$ cat src/rtl/mst_pkg.sv
package mst_pkg;
  localparam int NPAT = 4;

  typedef enum logic [2:0] {
    S_IDLE,
    S_WRITE,
    S_READ,
    S_DRAIN,
    S_FLUSH,
    S_DONE
  } mst_state_e;
endpackage

$ cat src/rtl/mst_addr_seq.sv
module mst_addr_seq #(
  parameter int ROW_W = 3,
  parameter int COL_W = 3,
  localparam int ADDR_W = ROW_W + COL_W
) (
  input  logic              clk,
  input  logic              rst_n,
  input  logic              clr,
  input  logic              step,
  input  logic              desc,
  input  logic              row_fast,
  output logic [ADDR_W-1:0] addr,
  output logic              last
);
  logic [ADDR_W-1:0] idx_q;
  logic [ADDR_W-1:0] lin;

  always_ff @(posedge clk or negedge rst_n) begin
    if (!rst_n)     idx_q <= '0;
    else if (clr)   idx_q <= '0;
    else if (step)  idx_q <= idx_q + 1'b1;
  end

  // descending order is the ones complement of the index (N is a power of two)
  assign lin  = desc ? ~idx_q : idx_q;
  assign addr = row_fast ? {lin[ROW_W-1:0], lin[ADDR_W-1:ROW_W]} : lin;
  assign last = &idx_q;

  p_pass_wraps_r4: assert property (@(posedge clk) disable iff (!rst_n)
    (step && last && !clr) |=> (idx_q == '0));
endmodule

$ cat src/rtl/mst_bitcmp.sv
module mst_bitcmp #(
  parameter int DATA_W = 32,
  parameter int ADDR_W = 6,
  parameter int LAT    = 2
) (
  input  logic              clk,
  input  logic              rst_n,
  input  logic              iss_v,
  input  logic [ADDR_W-1:0] iss_addr,
  input  logic [DATA_W-1:0] iss_exp,
  input  logic [DATA_W-1:0] rdata,
  output logic              res_v,
  output logic [ADDR_W-1:0] res_addr,
  output logic [DATA_W-1:0] res_mask,
  output logic              res_fail
);
  logic              v_q [LAT];
  logic [ADDR_W-1:0] a_q [LAT];
  logic [DATA_W-1:0] e_q [LAT];

  // delay line matched to the memory read latency
  always_ff @(posedge clk or negedge rst_n) begin
    if (!rst_n) begin
      for (int s = 0; s < LAT; s++) begin
        v_q[s] <= 1'b0;
        a_q[s] <= '0;
        e_q[s] <= '0;
      end
    end else begin
      v_q[0] <= iss_v;
      a_q[0] <= iss_addr;
      e_q[0] <= iss_exp;
      for (int s = 1; s < LAT; s++) begin
        v_q[s] <= v_q[s-1];
        a_q[s] <= a_q[s-1];
        e_q[s] <= e_q[s-1];
      end
    end
  end

  assign res_v    = v_q[LAT-1];
  assign res_addr = a_q[LAT-1];

  // one comparator per bit line
  for (genvar b = 0; b < DATA_W; b++) begin : g_bitline
    assign res_mask[b] = v_q[LAT-1] & (e_q[LAT-1][b] ^ rdata[b]);
  end

  assign res_fail = |res_mask;

  p_mask_only_valid_r6: assert property (@(posedge clk) disable iff (!rst_n)
    !res_v |-> (res_mask == '0));
endmodule

$ cat src/rtl/mst_fail_fifo.sv
module mst_fail_fifo #(
  parameter int W     = 38,
  parameter int DEPTH = 4,
  localparam int CW   = $clog2(DEPTH + 1),
  localparam int PW   = (DEPTH > 1) ? $clog2(DEPTH) : 1
) (
  input  logic          clk,
  input  logic          rst_n,
  input  logic          push,
  input  logic [W-1:0]  din,
  output logic          out_valid,
  input  logic          out_ready,
  output logic [W-1:0]  dout,
  output logic [CW-1:0] count
);
  logic [W-1:0]  store_q [DEPTH];
  logic [PW-1:0] wp_q, rp_q;
  logic [CW-1:0] cnt_q;
  logic          pop;

  function automatic logic [PW-1:0] bump(input logic [PW-1:0] p);
    return (p == PW'(DEPTH - 1)) ? '0 : p + 1'b1;
  endfunction

  assign out_valid = (cnt_q != '0);
  assign pop       = out_valid && out_ready;
  assign dout      = store_q[rp_q];
  assign count     = cnt_q;

  always_ff @(posedge clk) begin
    if (push) store_q[wp_q] <= din;
  end

  always_ff @(posedge clk or negedge rst_n) begin
    if (!rst_n) begin
      wp_q  <= '0;
      rp_q  <= '0;
      cnt_q <= '0;
    end else begin
      if (push) wp_q <= bump(wp_q);
      if (pop)  rp_q <= bump(rp_q);
      cnt_q <= cnt_q + CW'(push) - CW'(pop);
    end
  end

  p_no_overflow_r8: assert property (@(posedge clk) disable iff (!rst_n)
    push |-> (cnt_q != CW'(DEPTH)));

  p_hold_record_r8: assert property (@(posedge clk) disable iff (!rst_n)
    (out_valid && !out_ready) |=> (out_valid && $stable(dout)));
endmodule

$ cat src/rtl/mem_selftest.sv
module mem_selftest
  import mst_pkg::*;
#(
  parameter int ROW_W  = 3,
  parameter int COL_W  = 3,
  parameter int DATA_W = 32,
  parameter int RD_LAT = 2,
  localparam int ADDR_W = ROW_W + COL_W,
  localparam int CNT_W  = $clog2(NPAT * (1 << ADDR_W) + 1)
) (
  input  logic              clk,
  input  logic              rst_n,
  input  logic              start,
  input  logic [NPAT-1:0]   cfg_pat_en,
  input  logic              cfg_desc,
  input  logic              cfg_row_fast,
  output logic              busy,
  output logic              done,
  output logic              pass,
  output logic [CNT_W-1:0]  fail_total,
  output logic              mem_we,
  output logic              mem_re,
  output logic [ADDR_W-1:0] mem_addr,
  output logic [DATA_W-1:0] mem_wdata,
  input  logic [DATA_W-1:0] mem_rdata,
  output logic              fail_valid,
  input  logic              fail_ready,
  output logic [ADDR_W-1:0] fail_addr,
  output logic [DATA_W-1:0] fail_mask
);
  localparam int DEPTH = RD_LAT + 2;
  localparam int QCW   = $clog2(DEPTH + 1);
  localparam int IFW   = $clog2(RD_LAT + 2);
  localparam int RW    = ADDR_W + DATA_W;

  mst_state_e        state_q;
  logic              boot_q;
  logic [NPAT-1:0]   pat_en_q;
  logic              desc_q, rowf_q;
  logic [1:0]        pat_q;
  logic [IFW-1:0]    infl_q;
  logic [CNT_W-1:0]  fcnt_q;
  logic              pass_q;
  logic [CNT_W-1:0]  total_q;

  logic              clr, step, last, can_issue;
  logic [ADDR_W-1:0] seq_addr;
  logic [DATA_W-1:0] pat_word;
  logic              res_v, res_fail;
  logic [ADDR_W-1:0] res_addr;
  logic [DATA_W-1:0] res_mask;
  logic [QCW-1:0]    q_cnt;
  logic [RW-1:0]     q_dout;
  logic [2:0]        first_sel, next_sel;

  // lowest enabled pattern index strictly above 'from' (from = -1 for first)
  function automatic logic [2:0] pick_pat(input logic [NPAT-1:0] m, input int from);
    logic [2:0] r;
    r = '0;
    for (int k = NPAT - 1; k >= 0; k--) begin
      if (m[k] && k > from) r = {1'b1, 2'(k)};
    end
    return r;
  endfunction

  function automatic logic [DATA_W-1:0] gen_pattern(input logic [1:0] p,
                                                    input logic [ADDR_W-1:0] a);
    logic [DATA_W-1:0] chk;
    chk = (a[0] ^ a[COL_W]) ? {(DATA_W/2){2'b01}} : {(DATA_W/2){2'b10}};
    case (p)
      2'd0:    return '0;
      2'd1:    return '1;
      2'd2:    return chk;
      default: return ~chk;
    endcase
  endfunction

  assign first_sel = pick_pat(cfg_pat_en, -1);
  assign next_sel  = pick_pat(pat_en_q, int'(pat_q));

  assign can_issue = (int'(q_cnt) + int'(infl_q)) < DEPTH;
  assign mem_we    = (state_q == S_WRITE);
  assign mem_re    = (state_q == S_READ) && can_issue;
  assign step      = mem_we || mem_re;
  assign clr       = (state_q == S_IDLE);
  assign pat_word  = gen_pattern(pat_q, seq_addr);
  assign mem_addr  = seq_addr;
  assign mem_wdata = pat_word;

  assign busy       = (state_q != S_IDLE);
  assign done       = (state_q == S_DONE);
  assign pass       = pass_q;
  assign fail_total = total_q;
  assign fail_addr  = q_dout[RW-1:DATA_W];
  assign fail_mask  = q_dout[DATA_W-1:0];

  mst_addr_seq #(.ROW_W(ROW_W), .COL_W(COL_W)) u_seq (
    .clk(clk), .rst_n(rst_n), .clr(clr), .step(step),
    .desc(desc_q), .row_fast(rowf_q), .addr(seq_addr), .last(last)
  );

  mst_bitcmp #(.DATA_W(DATA_W), .ADDR_W(ADDR_W), .LAT(RD_LAT)) u_cmp (
    .clk(clk), .rst_n(rst_n), .iss_v(mem_re), .iss_addr(seq_addr),
    .iss_exp(pat_word), .rdata(mem_rdata), .res_v(res_v),
    .res_addr(res_addr), .res_mask(res_mask), .res_fail(res_fail)
  );

  mst_fail_fifo #(.W(RW), .DEPTH(DEPTH)) u_q (
    .clk(clk), .rst_n(rst_n), .push(res_v && res_fail),
    .din({res_addr, res_mask}), .out_valid(fail_valid),
    .out_ready(fail_ready), .dout(q_dout), .count(q_cnt)
  );

  always_ff @(posedge clk or negedge rst_n) begin
    if (!rst_n) begin
      infl_q <= '0;
      fcnt_q <= '0;
    end else begin
      infl_q <= infl_q + IFW'(mem_re) - IFW'(res_v);
      if (state_q == S_IDLE)        fcnt_q <= '0;
      else if (res_v && res_fail)   fcnt_q <= fcnt_q + 1'b1;
    end
  end

  always_ff @(posedge clk or negedge rst_n) begin
    if (!rst_n) begin
      state_q  <= S_IDLE;
      boot_q   <= 1'b1;
      pat_en_q <= '0;
      desc_q   <= 1'b0;
      rowf_q   <= 1'b0;
      pat_q    <= '0;
      pass_q   <= 1'b0;
      total_q  <= '0;
    end else begin
      case (state_q)
        S_IDLE: if (start || boot_q) begin
          boot_q   <= 1'b0;
          pat_en_q <= cfg_pat_en;
          desc_q   <= cfg_desc;
          rowf_q   <= cfg_row_fast;
          pat_q    <= first_sel[1:0];
          state_q  <= first_sel[2] ? S_WRITE : S_FLUSH;
        end
        S_WRITE: if (last) state_q <= S_READ;
        S_READ:  if (mem_re && last) state_q <= S_DRAIN;
        S_DRAIN: if (infl_q == '0) begin
          if (next_sel[2]) begin
            pat_q   <= next_sel[1:0];
            state_q <= S_WRITE;
          end else begin
            state_q <= S_FLUSH;
          end
        end
        S_FLUSH: if (!fail_valid) begin
          pass_q  <= (fcnt_q == '0);
          total_q <= fcnt_q;
          state_q <= S_DONE;
        end
        default: state_q <= S_IDLE;
      endcase
    end
  end

  p_no_idle_access_r12: assert property (@(posedge clk) disable iff (!rst_n)
    !busy |-> (!mem_we && !mem_re));

  p_we_re_excl_r12: assert property (@(posedge clk) disable iff (!rst_n)
    !(mem_we && mem_re));

  p_done_pulse_r10: assert property (@(posedge clk) disable iff (!rst_n)
    done |=> !done);

  p_done_drained_r10: assert property (@(posedge clk) disable iff (!rst_n)
    done |-> (!fail_valid && infl_q == '0));

  p_cfg_frozen_r2: assert property (@(posedge clk) disable iff (!rst_n)
    (busy && $past(busy)) |-> ($stable(pat_en_q) && $stable(desc_q) && $stable(rowf_q)));
endmodule

$ cat config.mk
export PLATFORM = sky130hd
export DESIGN_NAME = mem_selftest
export DESIGN_NICKNAME = d
export VERILOG_FILES = /design/src/rtl/mst_pkg.sv /design/src/rtl/mst_addr_seq.sv /design/src/rtl/mst_bitcmp.sv /design/src/rtl/mst_fail_fifo.sv /design/src/rtl/mem_selftest.sv
export SDC_FILE = /design/constraint.sdc
export NUM_CORES = 1
export LEC_CHECK = 0
export BUFFER_PORTS_ARGS = -buffer_cell sky130_fd_sc_hd__clkbuf_2
export CAP_MARGIN = 10
export CORE_MARGIN = 3
export CORE_UTILIZATION = 60
export CTS_BUF_LIST = sky130_fd_sc_hd__clkbuf_16
export DETAILED_ROUTE_END_ITERATION = 16
export GPL_TIMING_DRIVEN = 0
export PLACE_DENSITY = 0.9
export SYNTH_ARGS = -nofsm -noshare
export SYNTH_HDL_FRONTEND = slang
export SYNTH_SLANG_ARGS = --single-unit
$ cat constraint.sdc
create_clock -name clk -period 6.1 [get_ports clk]
set_input_delay 0.305 -clock clk [delete_from_list [all_inputs] [get_ports clk]]
set_output_delay 0.305 -clock clk [all_outputs]
set_load 0.01 [all_outputs]
* Word level (Yosys, flattened, before mapping) *
Memories as Yosys holds them, arrays and structs flattened.
Cells that the tools add are included.
W data, S select, Z words.

operators by class
  add/sub/neg operators = 9
  magnitude comparators = 4
  equality and inequality tests = 15
  multiplexer cells = 31
  bitwise operators = 68
  reduce and logical (&&, ||, !) cells = 24

operators by type and width
  operator               number
  $pmux W32 S3           1
  $mux W3                14
  $xor A1 B1 Y1          33
  $and A1 B1 Y1          32
  $mux W32               1
  $not A32 Y32           1
  $reduce_or A32 Y1      1
  $mux W6                4
  $mux W9                2
  $pmux W3 S5            1
  $mux W2                5
  $add A9 B1 Y9 const B  1
  $logic_not A9 Y1       1
  $logic_and A1 B1 Y1    7
  $add A6 B1 Y6 const B  1
  $eq A2 B2 Y1 const B   3
  $eq A3 B2 Y1 const B   2
  $eq A3 B3 Y1 const B   2
  $ne A2 B1 Y1 const B   3
  $ne A2 B2 Y1 const B   3
  $not A6 Y6             1
  $reduce_and A6 Y1      1
  $reduce_bool A2 Y1     3
  $reduce_bool A3 Y1     2
  other kinds (20)       26

word-level totals
  register bits = 124
  bits in writable memories = 152
  bits of input ports = 42
  output and inout bits = 91
  logic and storage cells = 172
  memories kept = 1

memory list
  name         depth  width  read ports  clocked after memory_dff  write ports  line                 source
  u_q.store_q  4      38     1           0                         1            mst_fail_fifo.sv:16  logic [W-1:0] store_q [DEPTH];

* Longest topological paths before layout *
  word-level depth = 8
  mapped depth = 14

* Cells and area by module *
From an unflattened synthesis, not the netlist that was laid out.

second synthesis, totals
  cell total of the unflattened synthesis = 632
  area total of the unflattened synthesis = 10,852.9 um^2

by module, submodules not included
  module         times used  cells each  area each (um^2)  sequential area each (um^2)
  mst_fail_fifo  1           236         5,948.2           4,739.5
  mst_bitcmp     1           162         2,560.0           1,951.9
  mem_selftest   1           192         1,936.9           802.0
  mst_addr_seq   1           42          407.9             150.1

* Worst setup path after synthesis *
OpenSTA, ideal clock, no wires.

  path type = register to register
  from = register u_cmp.e_q[30] in the netlist's numbering
  to = register u_q.cnt_q[2], in the netlist u_q.count[2]
  setup time = 0.123 ns
  arrival time = 2.776 ns
  data required time = 5.977 ns
  setup slack = 3.201 ns
  cell stages (with the launch flop) = 15
  clock period less this slack = 2.899 ns
  cell sequence = dfrtp_1 -> buf_6 -> buf_6 -> or4_1 -> mux2i_1 -> nand3_1 -> o21ai_4 -> nand2_2 -> inv_1 -> ha_1 -> inv_1 -> ha_1 -> fa_1 -> xor2_1 -> xnor2_1

between the ends
  cells in the longest elaborated chain, start to end = 6

ends and longest elaborated chain
  what                               line                 source
  from (decl)                        mst_bitcmp.sv:19     logic [DATA_W-1:0] e_q [LAT];
  from (signal, indexed assignment)  mst_bitcmp.sv:36     e_q[s] <= e_q[s-1];
  $xor A1 B1 Y1                      mst_bitcmp.sv:46     assign res_mask[b] = v_q[LAT-1] & (e_q[LAT-1][b] ^ rdata[b]);
  $and A1 B1 Y1                      mst_bitcmp.sv:46
  $reduce_or A32 Y1                  mst_bitcmp.sv:49     assign res_fail = |res_mask;
  $logic_and A1 B1 Y1                mem_selftest.sv:109  .clk(clk), .rst_n(rst_n), .push(res_v && res_fail),
  $add A3 B1 Y3                      mst_fail_fifo.sv:42  cnt_q <= cnt_q + CW'(push) - CW'(pop);
  $sub A3 B1 Y3                      mst_fail_fifo.sv:42
  to (signal assigned)               mst_fail_fifo.sv:42
  to (decl)                          mst_fail_fifo.sv:18  logic [CW-1:0] cnt_q;

Every way passes these cells.
A chain may end at the register's enable or synchronous reset.

* Worst setup path after layout *
  from = register u_cmp.e_q[29] in the netlist's numbering
  to = register u_q.cnt_q[2], in the netlist u_q.count[2]

Same word-level chain as after synthesis.

==> metrics.txt <==
worst vdd ir=0.461 mV; Die ar.=0.0173 mm^2; crit share post-route=57.0%; io pins=133; CTS Buf Count=21; DRT Pass-1 Iters=5; highest clock rate=0.288 GHz; final worst path period need=3470 ps; max-cap violations=0; cts hold-fix bufs=1; crit path kind=reg -> reg; RePlAce Congestion=0.929; Slew headroom=27.8%; fin nets=838; vias in the first global route=6,076; final wirelength=19,900 um; commonest non-fill, non-tap cell in the layout=edfxtp_1; H-tree depth=1; CP startpoint kind=register; EDFF count, synth=152; final-report hold violation count=0; drt via density=5.74; commonest cells after routing, fill and taps aside=edfxtp_1 (152), clkbuf_2 (131), dfrtp_1 (62), mux4_2 (38), xor2_1 (36); arrival time at the worst endpoint=3840 ps; Worst-path clk slew=60 ps; first-pass GRT wire length=31,800 um; clock tree sinks=215; CTS root buf=clkbuf_16; DRC Markers=0; clk_skew=19.0 ps; synthesized area=0.00943 mm^2; asr flop ratio synth=29.3%; clk_lat worst skew=500 ps; largest net degree at the start of global routing=64; fill count=978; Die Span X=131 um; grt ovf=0; Setup-failing EPs final=0; status=finished clean; Routed Antenna Nets=0; Ys Warns=0; power density cells=555 mW/mm^2; Initial Util=61.6%; Mapped Nets=677; max-slew violations=0; Hold Crit Class=in -> reg; top_reg_cell synth=edfxtp_1; flops & latches, synth=215; leakage=4.49 nW; worst slew pin tran=1080 ps; Port Buffers=132; CORE AREA=0.0153 mm^2; Layout Area Growth over Synthesis=17.7%; Syn Area/Cell=15.2 um^2; Die Y=131 um; Avg WL per Cell=19.8 um; antenna violations before repair=0; placed cells=968; sequential share of the synthesized area=65.1%; Cell Rows=45; antenna cells=0; Mapped Cells=621; CP required=6470 ps; TritonCTS clock tree=built; unrepaired setup endpoints after global routing=no; Fin Setup TNS=0 ps; clk buf depth=3; routed vias=5,779; CP Capture Type=register; initial DRC count=519; DP HPWL=13,400 um; share of cells above drive strength 1=32.7%; final std cells w/o fill=1,007; Post-CTS Setup Bufs=0; CP max FO=10; PostCTS Resize Cnt=0; Cell variety after synth=51; GRT Resource Usage Total=23.1%
## routing by layer
metal	vias up	part of all wire, %	global-route usage, %
li1	2594	-	-
met1	2849	40	30.6
met2	287	51	40.5
met3	49	7.2	3.52
met4	0	2.4	6.18
met5	-	0	0
## state kept, by name, indices dropped and copies added (netlist names), 2 cells and up
| name | count |
|---|---|
| fail_total | 9 |
| fcnt_q | 9 |
| infl_q | 2 |
| pat_en_q | 3 |
| pat_q | 2 |
| state_q | 3 |
| u_cmp.a_q | 6 |
| u_cmp.e_q | 4 |
| u_cmp.res_addr | 6 |
| u_q.count | 3 |
| u_q.rp_q | 2 |
| u_q.store_q | 152 |
| u_q.wp_q | 2 |
| u_seq.idx_q | 6 |
## cells in the mapped netlist, drive strengths merged, types with 2 or more instances
cell | count | area [um^2]
edfxtp | 152 | 4560
dfrtp | 62 | 1550
buf | 41 | 284
mux4 | 38 | 856
xor2 | 36 | 315
and2 | 33 | 206
nand2 | 26 | 100
inv | 22 | 82.6
nor2 | 22 | 82.6
o21ai | 20 | 111
nor3 | 18 | 90.1
clkbuf | 16 | 60.1
mux2i | 15 | 150
a21oi | 13 | 65.1
ha | 13 | 163
mux2 | 12 | 135
xnor2 | 12 | 105
and3 | 11 | 68.8
nand3 | 8 | 40.0
nand4 | 7 | 43.8
or2 | 5 | 31.3
nand2b | 4 | 25.0
nor4 | 4 | 31.3
or4 | 4 | 30.0
nor2b | 3 | 18.8
o22ai | 3 | 18.8
a21o | 2 | 15.0
o211ai | 2 | 15.0
o21a | 2 | 15.0
o31ai | 2 | 15.0
## critical path: stages (launching register included)
cell and delay (ps):
dfrtp_1 330, buf_2 230, buf_2 340, xor2_1 120, nand2_1 100, inv_1 100
nor4_2 750, nand2_2 210, inv_1 120, ha_1 150, inv_1 40, ha_1 190
fa_1 390, xor2_1 170, xnor2_1 130
## power by group
part	total (W)	internal (W)	leakage [nW]	switching (W)
clock	0.00117	0.000665	0.319	0.000505
combinational	0.00272	0.00123	1.96	0.00149
sequential	0.00227	0.00209	2.21	0.000178
## per-stage QoR
step | area (um^2) | util (%) | hold WS [ps] | setup slack [ps] | power (W)
after global routing | 11100 | 72.5 | 50.5 | 2360 | 0.00651
after global placement | 10400 | 67.6 | 333 | 2580 | 0.00482
after detailed placement | 10500 | 68.3 | 336 | 2680 | 0.00501
after CTS | 11100 | 72.4 | 40.1 | 2640 | 0.00621
final | 11100 | 72.5 | 62.6 | 2630 | 0.00616
after floorplan | 9430 | - | 9.41 | 3200 | 0.00403
## cell families (layout without fill, tap and decap cells)
family                     after synthesis  after routing  synth area share [%]
and+or+nand+nor                        147            147                  8.33
muxes                                   65             65                  12.1
buffers and inverters                   79            254                  4.53
adders and majority gates               14             14                  1.94
AOI/OAI and AO/OA                       53             53                  3.49
xor gates and xnor gates                48             48                  4.46
DFF                                    215            215                  65.1
## final timing paths
| kind | start | to | slack, ps | depth (start not counted) |
|---|---|---|---|---|
| max | u_cmp.e_q[29] | u_q.count[2] | 2630 | 14 |
| min | cfg_row_fast | rowf_q | 60 | 2 |
| max reg2reg | u_cmp.e_q[29] | u_q.count[2] | 2630 | 14 |
| min reg2reg | u_cmp.a_q[10] | u_cmp.res_addr[4] | 350 | 0 |
| max in group asynchronous | rst_n | u_cmp.res_addr[1] | 5070 | 2 |
| min in group asynchronous | rst_n | fail_total[5] | 490 | 2 |
## cell type report
class / count / area (um^2) / share of cell area (%)
sequential: 215 / 6140 / 55.3
buffer: 57 / 344 / 3.10
inverter: 22 / 82.6 / 0.744
timing repair buffer: 138 / 783 / 7.06
multi-input combinational: 327 / 2860 / 25.8
clock buffer: 21 / 526 / 4.73
tap: 211 / 264 / 2.38
clock inverter: 16 / 93.8 / 0.845
Note: power is estimated with default switching activity, not from simulation.
